## src/rtl/wes_pkg.sv

```systemverilog
// Shared constants for the wake-event status register.
// Assumes an 8-bit data path and fixed bit positions for the decoded flags.
package wes_pkg;
    localparam int DATA_W  = 8;
    localparam int BIT_WAK = 7;   // wake flag position in the upper byte
    localparam int RSV_LO  = 3;   // lowest always-zero bit of the upper byte
endpackage

```

## src/rtl/wes_sticky_bit.sv

```systemverilog
// One sticky event flag: set by a high event level, cleared by a write-1
// request. Assumes the event input is already synchronous to clk.
module wes_sticky_bit (
    input  logic clk,
    input  logic rst_n,
    input  logic evt_i,
    input  logic clr_i,
    output logic q_o
);
    logic flag_q;

    // Hold the flag; the event level takes priority over a clear.
    always_ff @(posedge clk) begin
        if (!rst_n) flag_q <= 1'b0;
        else        flag_q <= evt_i | (flag_q & ~clr_i);
    end

    assign q_o = flag_q;

    a_r3_set_on_event: assert property (@(posedge clk) disable iff (!rst_n)
        evt_i |=> q_o);
    a_r3_no_spurious: assert property (@(posedge clk) disable iff (!rst_n)
        (!q_o && !evt_i) |=> !q_o);
    a_r4_hold_without_clear: assert property (@(posedge clk) disable iff (!rst_n)
        (q_o && !clr_i) |=> q_o);
    a_r4_clear_takes: assert property (@(posedge clk) disable iff (!rst_n)
        (q_o && clr_i && !evt_i) |=> !q_o);
    a_r5_set_wins: assert property (@(posedge clk) disable iff (!rst_n)
        (evt_i && clr_i) |=> q_o);
endmodule

```

## src/rtl/wes_wake_bit.sv

```systemverilog
// Wake flag: set while asleep with an enabled event active. A clear is
// refused while that condition still holds. Assumes state 0 means working
// and any non-zero state means asleep.
module wes_wake_bit #(
    parameter int NUM_EVT = 3,
    parameter int SLP_W   = 3
) (
    input  logic               clk,
    input  logic               rst_n,
    input  logic [NUM_EVT-1:0] evt_i,
    input  logic [NUM_EVT-1:0] en_i,
    input  logic [SLP_W-1:0]   slp_i,
    input  logic               clr_req_i,
    output logic               q_o
);
    logic asleep;
    logic armed;
    logic clr_ok;
    logic wake_q;

    // Decode the sleep state and the OR of enabled active events.
    always_comb begin
        asleep = (slp_i != '0);
        armed  = |(evt_i & en_i);
        clr_ok = clr_req_i & ~(asleep & armed);
    end

    // Update the wake flag.
    always_ff @(posedge clk) begin
        if (!rst_n) wake_q <= 1'b0;
        else        wake_q <= (asleep & armed) | (wake_q & ~clr_ok);
    end

    assign q_o = wake_q;

    a_r6_set_when_asleep: assert property (@(posedge clk) disable iff (!rst_n)
        (asleep && armed) |=> q_o);
    a_r6_no_set_otherwise: assert property (@(posedge clk) disable iff (!rst_n)
        (!q_o && !(asleep && armed)) |=> !q_o);
    a_r7_clear_when_awake: assert property (@(posedge clk) disable iff (!rst_n)
        (q_o && clr_req_i && !asleep) |=> !q_o);
    a_r8_refuse_clear: assert property (@(posedge clk) disable iff (!rst_n)
        (q_o && clr_req_i && asleep && armed) |=> q_o);
endmodule

```

## src/rtl/wes_read_mux.sv

```systemverilog
// Read-data selection for the two status bytes. The lower byte and the
// reserved bits of the upper byte are tied to zero. Assumes NUM_EVT <= 3.
module wes_read_mux
    import wes_pkg::*;
#(
    parameter int ADDR_W  = 8,
    parameter int LO_OFS  = 0,
    parameter int HI_OFS  = 1,
    parameter int NUM_EVT = 3
) (
    input  logic              clk,
    input  logic              rst_n,
    input  logic [ADDR_W-1:0] addr_i,
    input  logic [NUM_EVT-1:0] evt_q_i,
    input  logic              wak_q_i,
    output logic [DATA_W-1:0] rdata_o
);
    logic [DATA_W-1:0] hi_byte;

    // Assemble the upper byte from the flag registers.
    always_comb begin
        hi_byte          = '0;
        hi_byte[BIT_WAK] = wak_q_i;
        for (int i = 0; i < NUM_EVT; i++) hi_byte[i] = evt_q_i[i];
    end

    // Select the byte addressed; unknown and low offsets read zero.
    always_comb begin
        if (addr_i == ADDR_W'(HI_OFS)) rdata_o = hi_byte;
        else                           rdata_o = '0;
    end

    a_r2_low_reads_zero: assert property (@(posedge clk) disable iff (!rst_n)
        (addr_i == ADDR_W'(LO_OFS)) |-> (rdata_o == '0));
    a_r9_reserved_zero: assert property (@(posedge clk) disable iff (!rst_n)
        (addr_i == ADDR_W'(HI_OFS)) |-> (rdata_o[BIT_WAK-1:RSV_LO] == '0));
endmodule

```

## src/rtl/wake_evt_status.sv

```systemverilog
// Top of the wake-event status register: three sticky event flags, the
// wake flag and the read path. The write decode turns write-1 bits at the
// upper offset into clear requests. Assumes all inputs are synchronous to clk.
module wake_evt_status
    import wes_pkg::*;
#(
    parameter int ADDR_W  = 8,
    parameter int LO_OFS  = 0,
    parameter int HI_OFS  = 1,
    parameter int NUM_EVT = 3,
    parameter int SLP_W   = 3
) (
    input  logic               clk,
    input  logic               rst_n,
    input  logic [ADDR_W-1:0]  addr,
    input  logic               wr_en,
    input  logic [7:0]         wdata,
    output logic [7:0]         rdata,
    input  logic [NUM_EVT-1:0] evt_lvl,
    input  logic [NUM_EVT-1:0] evt_en,
    input  logic [SLP_W-1:0]   slp_state
);
    logic               hi_wr;
    logic [NUM_EVT-1:0] evt_clr;
    logic [NUM_EVT-1:0] evt_q;
    logic               wak_q;

    // Decode writes to the upper byte into per-bit clear requests.
    always_comb begin
        hi_wr   = wr_en & (addr == ADDR_W'(HI_OFS));
        evt_clr = {NUM_EVT{hi_wr}} & wdata[NUM_EVT-1:0];
    end

    for (genvar g = 0; g < NUM_EVT; g++) begin : g_evt
        wes_sticky_bit u_flag (
            .clk   (clk),
            .rst_n (rst_n),
            .evt_i (evt_lvl[g]),
            .clr_i (evt_clr[g]),
            .q_o   (evt_q[g])
        );
    end

    wes_wake_bit #(.NUM_EVT(NUM_EVT), .SLP_W(SLP_W)) u_wake (
        .clk       (clk),
        .rst_n     (rst_n),
        .evt_i     (evt_lvl),
        .en_i      (evt_en),
        .slp_i     (slp_state),
        .clr_req_i (hi_wr & wdata[BIT_WAK]),
        .q_o       (wak_q)
    );

    wes_read_mux #(
        .ADDR_W(ADDR_W), .LO_OFS(LO_OFS), .HI_OFS(HI_OFS), .NUM_EVT(NUM_EVT)
    ) u_rd (
        .clk     (clk),
        .rst_n   (rst_n),
        .addr_i  (addr),
        .evt_q_i (evt_q),
        .wak_q_i (wak_q),
        .rdata_o (rdata)
    );

    // flags hold when no write hits the upper byte and no event is high.
    a_r10_other_addr_no_clear: assert property (@(posedge clk) disable iff (!rst_n)
        (!hi_wr && evt_lvl == '0 && evt_q[0]) |=> evt_q[0]);
endmodule

```

## config.mk

```make
export PLATFORM = sky130hd
export DESIGN_NAME = wake_evt_status
export DESIGN_NICKNAME = d
export VERILOG_FILES = /design/src/rtl/wes_pkg.sv /design/src/rtl/wes_sticky_bit.sv /design/src/rtl/wes_wake_bit.sv /design/src/rtl/wes_read_mux.sv /design/src/rtl/wake_evt_status.sv
export SDC_FILE = /design/constraint.sdc
export NUM_CORES = 1
export LEC_CHECK = 0
export ABC_AREA = 1
export BUFFER_PORTS_ARGS = -buffer_cell sky130_fd_sc_hd__buf_2
export CORE_AREA = 2 2 39 41
export DETAILED_ROUTE_END_ITERATION = 12
export DIE_AREA = 0 0 41 43
export GPL_TIMING_DRIVEN = 0
export PLACE_DENSITY = 0.62
export SLEW_MARGIN = 25
export SYNTH_ARGS = -nofsm -noshare
export SYNTH_HDL_FRONTEND = slang
export SYNTH_SLANG_ARGS = --single-unit
```

## constraint.sdc

```tcl
create_clock -name clk -period 1.4 [get_ports clk]
set_input_delay 0.07 -clock clk [delete_from_list [all_inputs] [get_ports clk]]
set_output_delay 0.07 -clock clk [all_outputs]
set_load 0.1 [all_outputs]
```

==> impl_metrics.json, run 1 <==
{
  "status": "finished, final reports clean",
  "pin_count_of_the_biggest_net_entering_global_routing": 6,
  "post_drt_via_cell_ratio": 3.802,
  "largest_family_of_logic_cells_by_synthesized_area": "simple AND/OR/NAND/NOR gates",
  "worstPathRequired_ns": 1.33,
  "finalCriticalPeriod_ns": 1.191,
  "synth_most_common_cell": "sky130_fd_sc_hd__inv_1",
  "irDropWorstVdd_uv": 332.4,
  "area.growth.synth_to_final_pct": 67.71,
  "cts_buffers": 3,
  "die-height_um": 43,
  "layout_cell_share_with_drive_strength_beyond_1": 0.4375,
  "netlist.area_leader.share": 0.2870,
  "core_region_area_mm2": 0.001384,
  "layout.cells.non_filler": 96,
  "num-nets-final": 110,
  "die-width_um": 41,
  "cap_viol_max_count": 0,
  "maximum_root_to_sink_buffer_count": 2,
  "ctsHtreeMaxLevel": 1,
  "max_clock_freq_mhz": 839.4,
  "gp_congestion": 0.5970,
  "placed_cells_incl_taps": 93,
  "final_cell_area_excluding_filler_cells_um2": 467.9,
  "avgRoutedWirePerCell_um": 7.365,
  "global_route_wire_length_before_repair_um": 1035,
  "syn_area_um2": 279.0,
  "syn-instance-count": 47,
  "via_count_of_the_first_global_routing_pass": 335,
  "cts.repair.resized": 0,
  "worstHoldStart": "evt_lvl[0]",
  "cp_data_arrival_time_ns": 1.12,
  "grt_setup_unrepaired": "no",
  "muxShareOfSynthArea": 0,
  "post_cts.repair.setup_buffers": 0,
  "timing.final.ws_setup_ns": 0.2087,
  "numPortBuffers": 27,
  "critPathLaunchType": "flop",
  "num_rows": 14,
  "mean_area_per_synthesized_cell_um2": 5.937,
  "drtPass1Iterations": 1,
  "hold_end": "g_evt[0].u_flag.q_o",
  "clk_pin_slew_ns": 0.04,
  "hold_path_class": "in2reg",
  "total_grt_overflow": 0,
  "postSynth.asyncResetShare": 0,
  "ys_dominant_reg_cell": "sky130_fd_sc_hd__dfxtp_1",
  "num_antenna_cells": 0,
  "critical_path_peak_fanout": 2,
  "min_period_over_period": 0.8509,
  "synth_enable_flop_cells": 0,
  "fin_worst_hold_slack_ns": 0.08726,
  "synth-xor-area-share": 0,
  "drt_wl_total_um": 707,
  "synthAdderAreaFrac": 0,
  "detail_route.iter0.violations": 0,
  "cts_hold_repair_buffers": 0,
  "synthSimpleGateAreaFrac": 0.3587,
  "ant_nets": 0,
  "power.density_cell_area_mw_per_mm2": 820.7,
  "crit-reg2reg-capture": "g_evt[2].u_flag.q_o",
  "clk_skew_ns": 0,
  "layout.core_utilization": 0.3382,
  "yosysWarnings": 0,
  "effective_utilization_at_floorplan": 0.2016,
  "grt_antenna_before_repair": 0,
  "synth_compound_area_frac": 0.09865,
  "grt_use_total": 0.08726,
  "regToRegSetupSlack_ns": 0.85,
  "yosys-top-cells-area": "sky130_fd_sc_hd__dfxtp_1, sky130_fd_sc_hd__inv_1, sky130_fd_sc_hd__nand2_1",
  "place_area_um2": 445.4,
  "drc": 0,
  "worstSetupPathType": "reg2out",
  "yosysUniqueCellTypes": 10,
  "r2r_start": "g_evt[2].u_flag.q_o",
  "yosysTopAreaCell": "sky130_fd_sc_hd__dfxtp_1",
  "synth.yosys.seq_area_share": 0.2870,
  "number_of_flip_flops_and_latches_in_the_synthesized_netlist": 4,
  "cts_tree": "yes",
  "detailedPlace.worstSlack_ns": 0.2001,
  "routed-via-count": 365,
  "multiInputGateArea_um2": 142.6,
  "power_leakage_nw": 0.2821,
  "timing.final.hold_violations": 0,
  "setup.worst_path.end_class": "output pin",
  "timing.hold.worst_path_depth": 3,
  "ctsRootBufferMaster": "sky130_fd_sc_hd__clkbuf_4",
  "area.sequential_um2": 80.08,
  "cts.sink_count": 4,
  "finalSetupViolations": 0,
  "top_level_ports": 36,
  "final-max-slew-violation-count": 0,
  "synth_common_cells": "sky130_fd_sc_hd__inv_1, sky130_fd_sc_hd__nand2_1, sky130_fd_sc_hd__nor2_1",
  "n_fill_cell": 165,
  "clk-insertion-delay-late_ns": 0.23,
  "die-area_mm2": 0.001763,
  "timing.reg2reg.worst_path_depth": 2
}
==> logic make-up after synthesis <==
family                 count (synthesis)
and+or+nand+nor                       23
buffers and inverters                 14
AOI/OAI and AO/OA                      5
DFF                                    4
other                                  1
==> final cells by class <==
| class | instances | area share |
|---|---|---|
| Inverter | 10 | 0.08021 |
| Clock buffer | 3 | 0.04813 |
| Buffer | 4 | 0.06417 |
| Sequential cell | 4 | 0.1711 |
| Multi-Input combinational cell | 32 | 0.3048 |
| Tap cell | 16 | 0.04278 |
| Timing Repair Buffer | 27 | 0.2888 |
==> critical path: stages (launching register included) <==
cell and delay (ns):
sky130_fd_sc_hd__dfxtp_1 0.32, sky130_fd_sc_hd__inv_1 0.04, sky130_fd_sc_hd__nor2_1 0.09, sky130_fd_sc_hd__buf_2 0.43
==> state kept, by name (all words and copies together) (netlist names) <==
register          cells
g_evt.u_flag.q_o      3
u_wake.q_o            1
==> cells in the final DEF (no fill, tap or decap) <==
cell	instances
sky130_fd_sc_hd__a21oi_1	4
sky130_fd_sc_hd__buf_2	27
sky130_fd_sc_hd__buf_4	4
sky130_fd_sc_hd__clkbuf_4	3
sky130_fd_sc_hd__conb_1	4
sky130_fd_sc_hd__dfxtp_1	4
sky130_fd_sc_hd__inv_1	10
sky130_fd_sc_hd__nand2_1	9
sky130_fd_sc_hd__nand3_1	5
sky130_fd_sc_hd__nor2_1	8
sky130_fd_sc_hd__nor2_4	1
sky130_fd_sc_hd__o31ai_1	1
==> where the power goes <==
| part | total (mW) | internal [mW] | switching, mW |
|---|---|---|---|
| combinational | 0.115 | 0.0411 | 0.0736 |
| sequential | 0.127 | 0.124 | 0.00387 |
| clock | 0.142 | 0.0958 | 0.0461 |
| total | 0.384 | 0.260 | 0.124 |
==> how the worst max path moves through the flow <==
stage | endpoint | from | depth (start not counted) | slack, ns
finish | rdata[2] | g_evt[2].u_flag.q_o | 3 | 0.21
global route | rdata[2] | addr[7] | 7 | 0.09
global placement | rdata[1] | addr[7] | 7 | 0.22
floorplan | rdata[0] | addr[7] | 5 | -0.38
CTS | rdata[2] | g_evt[2].u_flag.q_o | 3 | 0.18
detailed placement | rdata[2] | addr[7] | 7 | 0.20
==> metal layers <==
metal | vias to the layer above | routed length (um) | GRT usage
met1 | 138 | 276 | 0.08333
met4 | 0 | 0 | 0.08000
met2 | 28 | 282 | 0.1406
li1 | 199 | - | -
met3 | 0 | 149 | 0.02094
met5 | - | 0 | 0
==> metrics by stage <==
stage | total power [mW] | setup TNS (ns)
after detailed placement | 0.2443 | 0
after global placement | 0.2422 | 0
after floorplan | 0.2072 | -1.513
after CTS | 0.3936 | 0
final | 0.3841 | 0
after global routing | 0.4126 | 0
Note: power is estimated with default switching activity, not from simulation.
==> inputs of run 2 (changes only) <==
--- a/config.mk
+++ b/config.mk
@@ -11,8 +11,9 @@
 export DETAILED_ROUTE_END_ITERATION = 12
 export DIE_AREA = 0 0 41 43
 export GPL_TIMING_DRIVEN = 0
-export PLACE_DENSITY = 0.62
+export PLACE_DENSITY = 0.75
 export SLEW_MARGIN = 25
 export SYNTH_ARGS = -nofsm -noshare
 export SYNTH_HDL_FRONTEND = slang
+export SYNTH_HIERARCHICAL = 1
 export SYNTH_SLANG_ARGS = --single-unit
==> run 2 against run 1 <==
  * Maximum frequency is essentially flat
  * Largest cell class is now multi-input gates
  * Critical endpoint is now rdata[7]
  * Count of clock-buffer cells in the layout unchanged
  * Clock power is essentially flat
  * Final area increased by 34%
  * Worst setup slack hardly changed
  * Clock skew did not move
==> impl_metrics.json, run 2 <==
{
  "worstSetupPathType": "reg2out",
  "layout.cells.non_filler": 122,
  "power_leakage_nw": 0.4023,
  "maximum_root_to_sink_buffer_count": 2,
  "timing.final.hold_violations": 0,
  "setup.worst_path.end_class": "output pin",
  "layout_common_cells": "sky130_fd_sc_hd__inv_1, sky130_fd_sc_hd__buf_2, sky130_fd_sc_hd__nand2_1",
  "fin_worst_hold_slack_ns": 0.08459,
  "cts.repair.resized": 0,
  "final-max-slew-violation-count": 0,
  "timing.final.ws_setup_ns": 0.2082,
  "cts_buffers": 3,
  "power.share.sequential": 0.308,
  "num-nets-final": 136,
  "effective_utilization_at_floorplan": 0.3165,
  "gp_congestion": 0.6387,
  "mean_area_per_synthesized_cell_um2": 5.999,
  "hold_end": "g_evt[2].u_flag/q_o",
  "detailedPlace.worstSlack_ns": 0.2778,
  "die-width_um": 41,
  "pin_count_of_the_biggest_net_entering_global_routing": 5,
  "regToRegSetupSlack_ns": 0.84,
  "die-height_um": 43,
  "cp_data_arrival_time_ns": 1.12,
  "synth_common_cells": "sky130_fd_sc_hd__inv_1, sky130_fd_sc_hd__nand2_1, sky130_fd_sc_hd__nor2_1",
  "synth_most_common_cell": "sky130_fd_sc_hd__inv_1",
  "syn_area_um2": 437.9,
  "netlist.area_leader.share": 0.2486,
  "critical_path_peak_fanout": 2,
  "clk-insertion-delay-late_ns": 0.23,
  "routed-via-count": 470,
  "grt_antenna_before_repair": 0,
  "status": "finished, final reports clean",
  "max_clock_freq_mhz": 839.1,
  "layout_cell_share_with_drive_strength_beyond_1": 0.4717,
  "cts_hold_repair_buffers": 0,
  "yosys-top-cells-area": "sky130_fd_sc_hd__inv_1, sky130_fd_sc_hd__dfxtp_1, sky130_fd_sc_hd__nand2_1",
  "num_rows": 14,
  "clock_power_share": 0.339,
  "numPortBuffers": 27,
  "top_level_ports": 36,
  "syn-instance-count": 73,
  "number_of_flip_flops_and_latches_in_the_synthesized_netlist": 4,
  "drtPass1Iterations": 2,
  "power.density_cell_area_mw_per_mm2": 658.2,
  "worstPathRequired_ns": 1.33,
  "via_count_of_the_first_global_routing_pass": 412,
  "cts_tree": "yes",
  "post_drt_via_cell_ratio": 3.852,
  "critPathLaunchType": "flop",
  "area.growth.synth_to_final_pct": 43.71,
  "power_switching_mw": 0.1426,
  "finalCriticalPeriod_ns": 1.192,
  "yosysUniqueCellTypes": 12,
  "r2r_start": "u_wake/q_o",
  "num_antenna_cells": 0,
  "crit_start": "u_wake/q_o",
  "irDropWorstVdd_uv": 286.6,
  "largest_reg_flops": 3,
  "totalPowerFinal_mw": 0.4143,
  "post_cts.repair.setup_buffers": 0,
  "crit-reg2reg-capture": "u_wake/q_o",
  "cts.sink_count": 4,
  "min_period_over_period": 0.8513,
  "ant_nets": 0,
  "hold_path_class": "in2reg",
  "layout_commonest_cell": "sky130_fd_sc_hd__inv_1",
  "placed_cells_incl_taps": 119,
  "avgRoutedWirePerCell_um": 6.615,
  "core_region_area_mm2": 0.001384,
  "grt_setup_unrepaired": "no",
  "global_route_wire_length_before_repair_um": 1283,
  "n_fill_cell": 161,
  "ys_dominant_reg_cell": "sky130_fd_sc_hd__dfxtp_1",
  "total_grt_overflow": 0,
  "grt_use_total": 0.1073,
  "synth_enable_flop_cells": 0,
  "postSynth.asyncResetShare": 0,
  "drc": 0,
  "ctsHtreeMaxLevel": 1,
  "netSwitchingFraction": 0.3443,
  "clk_pin_slew_ns": 0.04,
  "timing.reg2reg.worst_path_depth": 2,
  "internal_power_mw": 0.2716,
  "combinational_cell_fraction_of_total_power": 0.353,
  "timing.hold.worst_path_depth": 3,
  "cap_viol_max_count": 0,
  "drt_wl_total_um": 807,
  "ctsRootBufferMaster": "sky130_fd_sc_hd__clkbuf_4",
  "yosysWarnings": 6,
  "finalSetupViolations": 0,
  "worstHoldStart": "evt_lvl[2]",
  "die-area_mm2": 0.001763,
  "clk_skew_ns": 0,
  "synth.yosys.seq_area_share": 0.1829,
  "post-dp-hpwl_um": 782.6,
  "detail_route.iter0.violations": 2,
  "yosysTopAreaCell": "sky130_fd_sc_hd__inv_1"
}
==> run 2: cell types whose count changed after synthesis <==
cell / change
sky130_fd_sc_hd__a21oi_1: -4
sky130_fd_sc_hd__nor2_2: +3
sky130_fd_sc_hd__nand2_2: +1
sky130_fd_sc_hd__inv_1: +19
sky130_fd_sc_hd__nor3_2: +4
sky130_fd_sc_hd__nor2_1: -1
sky130_fd_sc_hd__a21oi_2: +4
sky130_fd_sc_hd__nand3b_4: +1
sky130_fd_sc_hd__nand3_2: +2
sky130_fd_sc_hd__nand3_1: -5
sky130_fd_sc_hd__o31ai_1: -1
sky130_fd_sc_hd__nor2_4: -1
sky130_fd_sc_hd__nand2_1: +4
==> run 2: area by class of cell <==
cell class                 count  area [um^2]  share of cell area
buffer                         4        30.03             0.04771
clock buffer                   3        22.52             0.03579
inverter                      29        108.9              0.1730
multi-input combinational     39        232.7              0.3698
sequential                     4        80.08              0.1272
tap                           16        20.02             0.03181
timing repair buffer          27        135.1              0.2147
==> run 2: power by group through the flow <==
stage,Sequential [mW],Clock (mW),Combinational [mW]
2_1_floorplan,0.128,0,0.105
3_3_place_gp,0.129,0,0.145
3_5_place_dp,0.129,0,0.148
4_1_cts,0.128,0.148,0.148
5_1_grt,0.128,0.152,0.161
6_report,0.128,0.141,0.146
==> run 2: cells by family after synthesis <==
logic type | after synthesis | share of synthesized area
buffers and inverters | 33 | 0.3171
AO/OA/AOI/OAI | 4 | 0.07999
other | 1 | 0.008563
flip-flops | 4 | 0.1829
AND/OR/NAND/NOR | 31 | 0.4115
==> run 2: per-layer routing <==
layer  global-route usage  up-vias  share of wire  wire length, um
met3              0.01571        2           0.10               83
met4              0.08000        0          0.024               19
li1                     -      259              -                -
met2               0.2031       21           0.56              454
met1              0.08654      188           0.31              250
met5                    0        -              0                0
==> run 2: worst max path at each step <==
| stage | end | slack [ns] | cells after the start |
|---|---|---|---|
| after global routing | rdata[1] | 0.17 | 3 |
| after CTS | rdata[7] | 0.19 | 3 |
| after detailed placement | rdata[7] | 0.28 | 7 |
| after floorplan | rdata[1] | -0.27 | 2 |
| final | rdata[7] | 0.21 | 3 |
| after global placement | rdata[7] | 0.29 | 7 |
==> run 2: through the flow <==
stage	setup TNS [ns]	cell area, um^2	util
4_1_cts	0	629.4	0.4548
3_3_place_gp	0	606.8	0.4385
3_5_place_dp	0	606.8	0.4385
6_report	0	629.4	0.4548
2_1_floorplan	-0.8030	451.7	-
5_1_grt	0	629.4	0.4548
==> run 2: critical path, cell delays in order, from the launching register on <==
cell and delay (ns):
sky130_fd_sc_hd__dfxtp_1 0.32, sky130_fd_sc_hd__inv_1 0.04, sky130_fd_sc_hd__nor2_1 0.10, sky130_fd_sc_hd__buf_2 0.43
==> inputs of run 3 (changes only) <==
--- a/config.mk
+++ b/config.mk
@@ -5,13 +5,12 @@
 export SDC_FILE = /design/constraint.sdc
 export NUM_CORES = 1
 export LEC_CHECK = 0
-export ABC_AREA = 1
 export BUFFER_PORTS_ARGS = -buffer_cell sky130_fd_sc_hd__buf_2
 export CORE_AREA = 2 2 39 41
 export DETAILED_ROUTE_END_ITERATION = 12
 export DIE_AREA = 0 0 41 43
 export GPL_TIMING_DRIVEN = 0
-export PLACE_DENSITY = 0.75
+export PLACE_DENSITY = 0.68
 export SLEW_MARGIN = 25
 export SYNTH_ARGS = -nofsm -noshare
 export SYNTH_HDL_FRONTEND = slang
==> run 3 against run 2 <==
  * Count of clock-buffer cells in the layout did not move
  * Total power rose by 1.1%
  * Worst setup slack got worse by 0.17 ns
  * First-iteration DRC count rose by 50%
==> impl_metrics.json, run 3 <==
{
  "num_rows": 14,
  "yosysWarnings": 6,
  "r2r_start": "g_evt[2].u_flag/q_o",
  "area.sequential_um2": 80.08,
  "timing.final.hold_violations": 0,
  "yosys-top-cells-area": "sky130_fd_sc_hd__dfxtp_1, sky130_fd_sc_hd__or4bb_1, sky130_fd_sc_hd__nor2b_4",
  "n_fill_cell": 152,
  "clk-insertion-delay-late_ns": 0.24,
  "hold_end": "g_evt[0].u_flag/q_o",
  "number_of_flip_flops_and_latches_in_the_synthesized_netlist": 4,
  "mean_area_per_synthesized_cell_um2": 9.318,
  "status": "finished, final reports clean",
  "layout.core_utilization": 0.4376,
  "layout_commonest_cell": "sky130_fd_sc_hd__buf_2",
  "synth-xor-area-share": 0,
  "core_region_area_mm2": 0.001384,
  "measured_slew_at_the_worst_slew_check_pin_ns": 0.4932,
  "post_drt_via_cell_ratio": 4.586,
  "gp_congestion": 0.7145,
  "die-area_mm2": 0.001763,
  "final-max-slew-violation-count": 0,
  "cp_data_arrival_time_ns": 1.30,
  "finalCriticalPeriod_ns": 1.366,
  "routed-via-count": 399,
  "synth_enable_flop_cells": 0,
  "cts_tree": "yes",
  "cts_hold_repair_buffers": 0,
  "netlist.area_leader.share": 0.2261,
  "drt_wl_total_um": 847,
  "via_count_of_the_first_global_routing_pass": 403,
  "maximum_root_to_sink_buffer_count": 2,
  "relSlewSlack": 0.6681,
  "area.growth.synth_to_final_pct": 71.02,
  "setup.worst_path.end_class": "output pin",
  "drc": 0,
  "layout_common_cells": "sky130_fd_sc_hd__buf_2, sky130_fd_sc_hd__buf_4",
  "cap_viol_max_count": 0,
  "yosysTopAreaCell": "sky130_fd_sc_hd__dfxtp_1",
  "totalPowerFinal_mw": 0.4189,
  "max_clock_freq_mhz": 732.1,
  "die-height_um": 43,
  "postSynth.asyncResetShare": 0,
  "muxShareOfSynthArea": 0,
  "post_cts.repair.setup_buffers": 0,
  "worstPathRequired_ns": 1.33,
  "numPortBuffers": 27,
  "synth_common_cells": "sky130_fd_sc_hd__buf_4, sky130_fd_sc_hd__dfxtp_1, sky130_fd_sc_hd__inv_1, sky130_fd_sc_hd__nor3_1, sky130_fd_sc_hd__or4bb_1",
  "ctsHtreeMaxLevel": 1,
  "num_antenna_cells": 0,
  "detail_route.iter0.violations": 3,
  "synthAdderAreaFrac": 0,
  "syn_area_um2": 354.1,
  "timing.hold.worst_path_depth": 2,
  "crit-reg2reg-capture": "g_evt[2].u_flag/q_o",
  "top_level_ports": 36,
  "hold_path_class": "in2reg",
  "synth.yosys.seq_area_share": 0.2261,
  "cts.sink_count": 4,
  "timing.reg2reg.worst_path_depth": 2,
  "largest_family_of_logic_cells_by_synthesized_area": "simple AND/OR/NAND/NOR gates",
  "multiInputGateArea_um2": 289.0,
  "critical_path_peak_fanout": 5,
  "synthSimpleGateAreaFrac": 0.5088,
  "clk_skew_ns": 0,
  "irDropWorstVdd_uv": 505.7,
  "effective_utilization_at_floorplan": 0.2559,
  "grt_setup_unrepaired": "no",
  "ctsRootBufferMaster": "sky130_fd_sc_hd__clkbuf_4",
  "syn-instance-count": 38,
  "ys_dominant_reg_cell": "sky130_fd_sc_hd__dfxtp_1",
  "cts_buffers": 3,
  "die-width_um": 41,
  "layout_cell_share_with_drive_strength_beyond_1": 0.6338,
  "grt_use_total": 0.1153,
  "power.density_cell_area_mw_per_mm2": 691.7,
  "ant_nets": 0,
  "num-nets-final": 101,
  "min_period_over_period": 0.9757,
  "drtPass1Iterations": 4,
  "synth_compound_area_frac": 0.1272,
  "grt_antenna_before_repair": 0,
  "pin_count_of_the_biggest_net_entering_global_routing": 6,
  "power_leakage_nw": 0.3112,
  "global_route_wire_length_before_repair_um": 1338,
  "clk_pin_slew_ns": 0.04,
  "worstHoldStart": "evt_lvl[0]",
  "total_grt_overflow": 0,
  "regToRegSetupSlack_ns": 0.70,
  "worstSetupPathType": "in2out",
  "avgRoutedWirePerCell_um": 9.736,
  "largest_reg_flops": 3,
  "yosysUniqueCellTypes": 16,
  "finalSetupViolations": 0,
  "critPathLaunchType": "primary input"
}
## run 3: cell count changes after synthesis, moves of 4 or more
cell,previous run,this run
sky130_fd_sc_hd__inv_1,29,4
sky130_fd_sc_hd__nand2_1,13,0
sky130_fd_sc_hd__nor2_1,7,0
sky130_fd_sc_hd__a21oi_2,4,0
sky130_fd_sc_hd__nor3_1,0,4
sky130_fd_sc_hd__nor3_2,4,0
sky130_fd_sc_hd__or4bb_1,0,4
## run 3: how the worst max path moves through the flow
| stage | slack (ns) | startpoint | cells past startpoint | endpoint |
|---|---|---|---|---|
| after detailed placement | -0.16 | addr[4] | 5 | g_evt[0].u_flag/q_o |
| after global placement | -0.17 | addr[4] | 5 | g_evt[0].u_flag/q_o |
| after global routing | 0.0002 | addr[1] | 4 | rdata[1] |
| after floorplan | -0.17 | addr[7] | 2 | rdata[0] |
| final | 0.03 | addr[1] | 4 | rdata[1] |
| after CTS | 0.02 | addr[1] | 4 | rdata[1] |
## run 3: logic make-up (layout without fill, tap and decap cells)
family                 Yosys count  after routing
flip-flops                       4              4
buffers and inverters            8             38
AND/OR/NAND/NOR                 19             19
AO/OA/AOI/OAI                    6              6
other                            1              4
## run 3: layer usage
| metal | routed length [um] | GRT usage | vias up | part of all wire |
|---|---|---|---|---|
| li1 | - | - | 204 | - |
| met1 | 296 | 0.08974 | 182 | 0.35 |
| met2 | 492 | 0.2063 | 13 | 0.58 |
| met3 | 58 | 0.07853 | 0 | 0.068 |
| met4 | 0 | 0.04000 | 0 | 0 |
| met5 | 0 | 0 | - | 0 |
## run 3: power by group
part	internal (mW)	leakage, nW	switching [mW]	total [mW]
logic	0.0561	0.264	0.0873	0.143
registers	0.124	0.0336	0.00433	0.129
clock network	0.0961	0.0138	0.0506	0.147
## run 3: cell type report
class / instances / share of cell area
buffer: 4 / 0.04959
clock buffer: 3 / 0.03719
inverter: 4 / 0.02479
multi-input combinational: 29 / 0.4773
sequential: 4 / 0.1322
tap: 16 / 0.03306
timing repair buffer: 27 / 0.2459
## run 3: worst max-delay path, stage by stage
cell and delay (ns):
sky130_fd_sc_hd__buf_2 0.12, sky130_fd_sc_hd__or4b_4 0.62, sky130_fd_sc_hd__nor3_4 0.18, sky130_fd_sc_hd__buf_4 0.31
## run 3: per-stage QoR
stage / setup slack, ns / setup TNS (ns) / std cells / instance area (um^2) / hold slack [ns]
floorplan: -0.1683 / -0.6429 / 41 / 414.1 / 0.1875
global placement: -0.1722 / -0.7411 / 84 / 569.3 / 0.2983
detailed placement: -0.1575 / -0.8104 / 84 / 569.3 / 0.3028
CTS: 0.02380 / 0 / 87 / 601.8 / 0.04916
global route: 0.0002177 / 0 / 87 / 605.6 / 0.05978
finish: 0.03404 / 0 / 87 / 605.6 / 0.05732
## run 3: repair_timing
action	CTS	global route
gates resized for setup	4	1
gates cloned	0	0
endpoints found under the setup margin	4	1
